$ cat src/rtl/dfa_walk_pkg.sv
package dfa_walk_pkg;
  parameter int SYM_W   = 8;
  parameter int STATE_W = 4;
  parameter int LBL_N   = 4;
  parameter int RULE_W  = 4;
  localparam int CNT_W      = $clog2(LBL_N + 1);
  localparam int NUM_STATES = 1 << STATE_W;
  localparam int ROOT_N     = 1 << SYM_W;

  typedef struct packed {
    logic                            acc;
    logic [RULE_W-1:0]               rule;
    logic [STATE_W-1:0]              dflt;
    logic [CNT_W-1:0]                cnt;
    logic [LBL_N-1:0][SYM_W-1:0]     sym;
    logic [LBL_N-1:0][STATE_W-1:0]   nxt;
  } dfa_rec_t;

  localparam int REC_W = $bits(dfa_rec_t);
endpackage

$ cat src/rtl/dfa_state_store.sv
module dfa_state_store
  import dfa_walk_pkg::*;
(
  input  logic                          clk_i,
  input  logic                          rst_ni,
  input  logic                          rec_we_i,
  input  logic [STATE_W-1:0]            rec_addr_i,
  input  dfa_rec_t                      rec_i,
  input  logic                          root_we_i,
  input  logic [SYM_W-1:0]              root_sym_i,
  input  logic [STATE_W-1:0]            root_next_i,
  input  logic [STATE_W-1:0]            look_addr_i,
  output logic [STATE_W-1:0]            look_dflt_o,
  output logic [CNT_W-1:0]              look_cnt_o,
  output logic [LBL_N-1:0][SYM_W-1:0]   look_sym_o,
  output logic [LBL_N-1:0][STATE_W-1:0] look_nxt_o,
  input  logic [SYM_W-1:0]              root_look_i,
  output logic [STATE_W-1:0]            root_next_o,
  input  logic [STATE_W-1:0]            acc_addr_i,
  output logic                          acc_o,
  output logic [RULE_W-1:0]             rule_o
);
  dfa_rec_t           recs_q [NUM_STATES];
  logic [STATE_W-1:0] root_q [ROOT_N];

  always_ff @(posedge clk_i or negedge rst_ni) begin
    if (!rst_ni) begin
      for (int i = 0; i < NUM_STATES; i++) recs_q[i] <= '0;
      for (int j = 0; j < ROOT_N; j++)     root_q[j] <= '0;
    end else begin
      if (rec_we_i)  recs_q[rec_addr_i] <= rec_i;
      if (root_we_i) root_q[root_sym_i] <= root_next_i;
    end
  end

  assign look_dflt_o = recs_q[look_addr_i].dflt;
  assign look_cnt_o  = recs_q[look_addr_i].cnt;
  assign look_sym_o  = recs_q[look_addr_i].sym;
  assign look_nxt_o  = recs_q[look_addr_i].nxt;
  assign root_next_o = root_q[root_look_i];
  assign acc_o       = recs_q[acc_addr_i].acc;
  assign rule_o      = recs_q[acc_addr_i].rule;
endmodule

$ cat src/rtl/dfa_label_match.sv
module dfa_label_match
  import dfa_walk_pkg::*;
(
  input  logic [CNT_W-1:0]              cnt_i,
  input  logic [LBL_N-1:0][SYM_W-1:0]   sym_i,
  input  logic [LBL_N-1:0][STATE_W-1:0] nxt_i,
  input  logic [SYM_W-1:0]              byte_i,
  output logic                          hit_o,
  output logic [STATE_W-1:0]            next_o
);
  logic [LBL_N-1:0] eq;

  for (genvar k = 0; k < LBL_N; k++) begin : g_lbl
    assign eq[k] = (CNT_W'(k) < cnt_i) && (sym_i[k] == byte_i);
  end

  // lowest index has priority
  always_comb begin
    hit_o  = |eq;
    next_o = '0;
    for (int k = LBL_N - 1; k >= 0; k--) begin
      if (eq[k]) next_o = nxt_i[k];
    end
  end
endmodule

$ cat src/rtl/dfa_walk_ctrl.sv
module dfa_walk_ctrl
  import dfa_walk_pkg::*;
#(
  parameter int DP_MAX = 3,
  localparam int HOP_W = (DP_MAX > 0) ? $clog2(DP_MAX + 1) : 1,
  localparam int RD_W  = $clog2(DP_MAX + 2)
) (
  input  logic               clk_i,
  input  logic               rst_ni,
  input  logic               valid_i,
  input  logic               hit_i,
  input  logic [STATE_W-1:0] hit_next_i,
  input  logic [STATE_W-1:0] dflt_i,
  input  logic [STATE_W-1:0] root_next_i,
  input  logic               next_acc_i,
  input  logic [RULE_W-1:0]  next_rule_i,
  output logic [STATE_W-1:0] look_state_o,
  output logic [STATE_W-1:0] next_state_o,
  output logic               ready_o,
  output logic [STATE_W-1:0] cur_state_o,
  output logic               match_o,
  output logic [RULE_W-1:0]  rule_id_o,
  output logic [RD_W-1:0]    reads_o,
  output logic               reads_valid_o
);
  logic [STATE_W-1:0] look_q, cur_q;
  logic [HOP_W-1:0]   hops_q;
  logic               at_root, at_limit, take;

  assign at_root  = (look_q == '0);
  assign at_limit = (hops_q == HOP_W'(DP_MAX));
  assign ready_o  = at_root || hit_i || at_limit;
  assign take     = valid_i && ready_o;
  // root and the depth limit both resolve through the full root table
  assign next_state_o = (!at_root && hit_i) ? hit_next_i : root_next_i;
  assign look_state_o = look_q;
  assign cur_state_o  = cur_q;

  always_ff @(posedge clk_i or negedge rst_ni) begin
    if (!rst_ni) begin
      look_q        <= '0;
      cur_q         <= '0;
      hops_q        <= '0;
      match_o       <= 1'b0;
      rule_id_o     <= '0;
      reads_o       <= '0;
      reads_valid_o <= 1'b0;
    end else begin
      match_o       <= 1'b0;
      rule_id_o     <= '0;
      reads_valid_o <= 1'b0;
      if (take) begin
        look_q        <= next_state_o;
        cur_q         <= next_state_o;
        hops_q        <= '0;
        match_o       <= next_acc_i;
        rule_id_o     <= next_acc_i ? next_rule_i : '0;
        reads_o       <= RD_W'(hops_q) + RD_W'(1);
        reads_valid_o <= 1'b1;
      end else if (valid_i) begin
        look_q <= dflt_i;
        hops_q <= hops_q + HOP_W'(1);
      end
    end
  end
endmodule

$ cat src/rtl/dfa_walker.sv
module dfa_walker
  import dfa_walk_pkg::*;
#(
  parameter int DP_MAX = 3
) (
  input  logic                          clk_i,
  input  logic                          rst_ni,
  input  logic                          rec_we_i,
  input  logic [STATE_W-1:0]            rec_addr_i,
  input  logic [REC_W-1:0]              rec_data_i,
  input  logic                          root_we_i,
  input  logic [SYM_W-1:0]              root_sym_i,
  input  logic [STATE_W-1:0]            root_next_i,
  input  logic                          byte_valid_i,
  input  logic [SYM_W-1:0]              byte_i,
  output logic                          byte_ready_o,
  output logic [STATE_W-1:0]            cur_state_o,
  output logic                          match_o,
  output logic [RULE_W-1:0]             rule_id_o,
  output logic                          reads_valid_o,
  output logic [$clog2(DP_MAX+2)-1:0]   reads_o
);
  logic [STATE_W-1:0]            look_state, next_state, look_dflt, root_next, hit_next;
  logic [CNT_W-1:0]              look_cnt;
  logic [LBL_N-1:0][SYM_W-1:0]   look_sym;
  logic [LBL_N-1:0][STATE_W-1:0] look_nxt;
  logic                          hit, next_acc;
  logic [RULE_W-1:0]             next_rule;

  dfa_state_store u_store (
    .clk_i       (clk_i),
    .rst_ni      (rst_ni),
    .rec_we_i    (rec_we_i),
    .rec_addr_i  (rec_addr_i),
    .rec_i       (dfa_rec_t'(rec_data_i)),
    .root_we_i   (root_we_i),
    .root_sym_i  (root_sym_i),
    .root_next_i (root_next_i),
    .look_addr_i (look_state),
    .look_dflt_o (look_dflt),
    .look_cnt_o  (look_cnt),
    .look_sym_o  (look_sym),
    .look_nxt_o  (look_nxt),
    .root_look_i (byte_i),
    .root_next_o (root_next),
    .acc_addr_i  (next_state),
    .acc_o       (next_acc),
    .rule_o      (next_rule)
  );

  dfa_label_match u_match (
    .cnt_i  (look_cnt),
    .sym_i  (look_sym),
    .nxt_i  (look_nxt),
    .byte_i (byte_i),
    .hit_o  (hit),
    .next_o (hit_next)
  );

  dfa_walk_ctrl #(.DP_MAX(DP_MAX)) u_ctrl (
    .clk_i         (clk_i),
    .rst_ni        (rst_ni),
    .valid_i       (byte_valid_i),
    .hit_i         (hit),
    .hit_next_i    (hit_next),
    .dflt_i        (look_dflt),
    .root_next_i   (root_next),
    .next_acc_i    (next_acc),
    .next_rule_i   (next_rule),
    .look_state_o  (look_state),
    .next_state_o  (next_state),
    .ready_o       (byte_ready_o),
    .cur_state_o   (cur_state_o),
    .match_o       (match_o),
    .rule_id_o     (rule_id_o),
    .reads_o       (reads_o),
    .reads_valid_o (reads_valid_o)
  );
endmodule

$ cat config.mk
export PLATFORM = sky130hd
export DESIGN_NAME = dfa_walker
export DESIGN_NICKNAME = d
export VERILOG_FILES = /design/src/rtl/dfa_walk_pkg.sv /design/src/rtl/dfa_state_store.sv /design/src/rtl/dfa_label_match.sv /design/src/rtl/dfa_walk_ctrl.sv /design/src/rtl/dfa_walker.sv
export SDC_FILE = /design/constraint.sdc
export NUM_CORES = 2
export LEC_CHECK = 0
export BUFFER_PORTS_ARGS = -buffer_cell sky130_fd_sc_hd__buf_2
export CAP_MARGIN = 0
export CORE_MARGIN = 1
export CORE_UTILIZATION = 50
export CTS_CLUSTER_DIAMETER = 60
export DETAILED_ROUTE_END_ITERATION = 10
export PLACE_DENSITY_LB_ADDON = 0.12
export SETUP_SLACK_MARGIN = 0.1
export SYNTH_ARGS = -nofsm -noshare
export SYNTH_HDL_FRONTEND = slang
export SYNTH_SLANG_ARGS = --single-unit
$ cat constraint.sdc
create_clock -name clk_i -period 3.8 [get_ports clk_i]
set_input_delay 0.38 -clock clk_i [delete_from_list [all_inputs] [get_ports clk_i]]
set_output_delay 0.38 -clock clk_i [all_outputs]
set_load 0.005 [all_outputs]
==> impl_metrics.yaml <==
setup_path:
  reg2reg_from: "u_ctrl.look_state_o[1]$_DFFE_PN0P_"
  critPathArrivalTime_ns: 5.38
  worstPathMaxFanout: 6
  r2r_slack_ns: -0.86
  crit_type: "register to register"
  cp-start-kind: "register"
  critPathRequiredTime_ns: 4.52
  worstRegToRegCells: 19
  cp-end-kind: "register"
  r2r_end: "u_ctrl.rule_id_o[3]$_DFF_PN0_"
layout:
  n_fill_cell: 14210
  final_cells: 8919
  regArea_mm2: 0.05014
  postLayoutCoreUtil_pct: 58.59
  drive_gt1_share_pct: 55.95
  multi_input_area_mm2: 0.04079
  nNetsFinal: 6370
  area_growth_syn_to_layout_pct: 16.17
sta:
  max_slew.worst_pin.slew_ns: 0.9662
  setup-tns-final_ns: -8.714
  setup_violations: 19
  rsz0062_at_grt: "true"
  skew_ns: 0.02004
  period_needed_ns: 4.663
  finalHoldViolCount: 0
  relSlewSlack_pct: 35.43
  maxSlewViolCount: 0
  max_freq_ghz: 0.2145
  fin_ws_ns: -0.8628
  period_share_pct: 122.7
placed_design:
  place_congestion: 0.8234
  port_buffers: 102
  place_inst: 8407
  dp_hpwl_um: 153700
  post-place-ws_ns: -1.124
floorplanning:
  start_util_pct: 50.44
  die_y_um: 432.0
  die_w_um: 432.0
  rows: 157
  dieArea_mm2: 0.1866
  ioPinCount: 103
  core-area_mm2: 0.1833
global_routing:
  grt_use_met1_pct: 37.66
  busiest_layer: "met2"
  grt_pass1_vias: 57060
  grt_max_degree: 134
  overflow: 0
  grtUsageTotal_pct: 26.66
  antenna_found_initial: 12
  use_met3_pct: 3.372
  met2_usage_pct: 44.06
  grt_pass1_wl_um: 376400
power_and_ir_drop:
  p_per_area_mw_per_mm2: 593.4
  vdd_drop_max_mv: 0.4414
  power_w: 0.06372
  power.leakage_nw: 48.51
cts:
  root_buffer: "clkbuf_16"
  clk_pin_slew_worst_paths_ns: 0.06
  clkSinkCount: 2003
  cts_htree_levels: 4
  tritoncts: "built"
  clock_path_buffers: 3
  insertion_delay_ns: 0.85
  numCtsBuffers: 214
synth:
  synth-seq-cells: 2003
  synth_top_area_share_pct: 54.22
  synthesis.nets: 5985
  ys_seq_area_share_pct: 54.22
  synthCells: 5895
  synth_edf_count: 0
  ys.flop_type: "dfrtp_1"
  synth_top_area_cell: "dfrtp_1"
  syn_area_per_cell_um2: 15.68
  syn_area_mm2: 0.09244
  yosysWarnings: 0
  yosysUniqueCellTypes: 79
  synthArstFlopShare_pct: 100.0
  yosysMostFrequentCell: "mux2_2"
  synth_common_cells: "mux2_2 (2020), dfrtp_1 (2003), mux4_2 (539)"
  synth_area_leaders: "dfrtp_1 (54%), mux2_2 (25%), mux4_2 (13%)"
drt:
  first_iter_violations: 3556
  routed-via-count: 53650
  drc: 0
  routed_wl_um: 244300
  wl_per_cell_um: 27.39
  viasPerCell: 6.015
  drtAntennaViolNets: 0
  first_pass_iters: 7
min_path:
  hold_class: "primary input to async pin"
job:
  drv_cap: 0
status:
  violations: "negative setup slack"
  status: "complete, but fails checks"
-- worst max-delay path, cell delays in order, from the launching register on --
cell and delay (ns):
dfrtp_4 0.49, buf_12 0.15, buf_6 0.11, buf_8 0.13, mux4_2 0.42, mux2_4 0.29, and2_4 0.17, o21ai_2 0.14
buf_6 0.12, o21ai_2 0.06, or4_4 0.53, o2111ai_4 0.34, and2_4 0.25, buf_6 0.14, nand2_8 0.08, buf_6 0.13
mux2_4 0.28, a222oi_1 0.35, o211ai_1 0.14, nor4bb_2 0.19
-- power by group --
part	switching, W	total [W]	internal [W]
Combinational	0.00755	0.0166	0.00905
Clock	0.00871	0.0212	0.0125
Sequential	0.00158	0.0259	0.0243
-- kinds of logic (layout without fill, tap and decap cells) --
| logic type | count (synthesis) | count (layout) | share of synthesized area (%) |
|---|---|---|---|
| AO/OA/AOI/OAI | 170 | 170 | 1.416 |
| XOR/XNOR | 32 | 32 | 0.3032 |
| adder cells (fa/ha/maj) | 1 | 1 | 0.01353 |
| buffers and inverters | 487 | 1043 | 2.430 |
| flip-flops | 2003 | 2003 | 54.22 |
| multiplexers | 2682 | 2682 | 39.08 |
| other | 0 | 3 | 0 |
| AND/OR/NAND/NOR | 520 | 521 | 2.534 |
-- routing by layer --
layer	wire length [µm]	vias to the layer above
li1	-	22790
met1	108000	29400
met2	120900	1111
met3	9757	339
met4	5586	8
met5	46	-
-- sequential cells by signal, indices dropped and copies added (netlist names) --
| register | cells |
|---|---|
| u_ctrl.hops_q | 2 |
| u_ctrl.match_o | 1 |
| u_ctrl.look_state_o | 4 |
| u_ctrl.rule_id_o | 4 |
| u_ctrl.reads_o | 3 |
| u_store.recs_q | 960 |
| u_store.root_q | 1024 |
| u_ctrl.cur_state_o | 4 |
| u_ctrl.reads_valid_o | 1 |
-- through the flow --
| step | hold WS [ns] | cell area [µm²] |
|---|---|---|
| 2_1_floorplan | 0.08441 | 92780 |
| 3_3_place_gp | 0.3719 | 98260 |
| 3_5_place_dp | 0.3617 | 98260 |
| 4_1_cts | 0.006177 | 106900 |
| 5_1_grt | 0.05610 | 107400 |
| 6_report | 0.06560 | 107400 |
-- worst max-delay path by stage --
stage	slack, ns	endpoint	startpoint	cells past startpoint
2_1_floorplan	-0.22	u_ctrl.rule_id_o[0]$_DFF_PN0_	u_ctrl.look_state_o[1]$_DFFE_PN0P_	16
3_3_place_gp	-1.10	u_ctrl.rule_id_o[0]$_DFF_PN0_	byte_i[0]	17
3_5_place_dp	-1.12	u_ctrl.rule_id_o[2]$_DFF_PN0_	u_ctrl.look_state_o[1]$_DFFE_PN0P_	19
4_1_cts	-0.88	byte_ready_o	u_ctrl.look_state_o[1]$_DFFE_PN0P_	12
5_1_grt	-0.96	u_ctrl.rule_id_o[1]$_DFF_PN0_	u_ctrl.look_state_o[1]$_DFFE_PN0P_	18
6_report	-0.86	u_ctrl.rule_id_o[3]$_DFF_PN0_	u_ctrl.look_state_o[1]$_DFFE_PN0P_	19
-- repair_timing --
action                                  in CTS  in global routing
pin swaps                                   41                 32
setup buffers                               37                 23
endpoints found under the setup margin      20                 20
hold buffers                                59                  0
gates cloned                                 4                  1
endpoints found under the hold margin     1262                  0
resized for setup                          122                 70
-- layout by cell type, fill, tap and decap left out, types with 13 or more instances in the layout --
cell type and instances:
bufinv_16 14, xnor2_1 13, o211ai_1 20, xor2_1 13, buf_2 93, clkbuf_1 55
dfrtp_1 1999, nand2_1 159, buf_4 346, clkbuf_8 56, mux2i_1 108, clkbuf_16 220
mux2_2 2014, nor2_1 185, nor2b_1 17, clkinv_2 26, a22oi_1 29, dlygate4sd3_1 59
nand3_1 28, mux4_2 539, buf_12 90, nand2b_1 17, buf_6 38
-- area by class of cell --
| class | instances | share of cell area (%) |
|---|---|---|
| Timing Repair Buffer | 640 | 5.702 |
| Inverter | 15 | 0.06641 |
| Clock inverter | 62 | 0.7131 |
| Antenna cell | 3 | 0.006991 |
| Sequential cell | 2003 | 46.69 |
| Tap cell | 2464 | 2.871 |
| Multi-Input combinational cell | 3406 | 37.99 |
| Clock buffer | 326 | 5.962 |
Note: power is estimated with default switching activity, not from simulation.
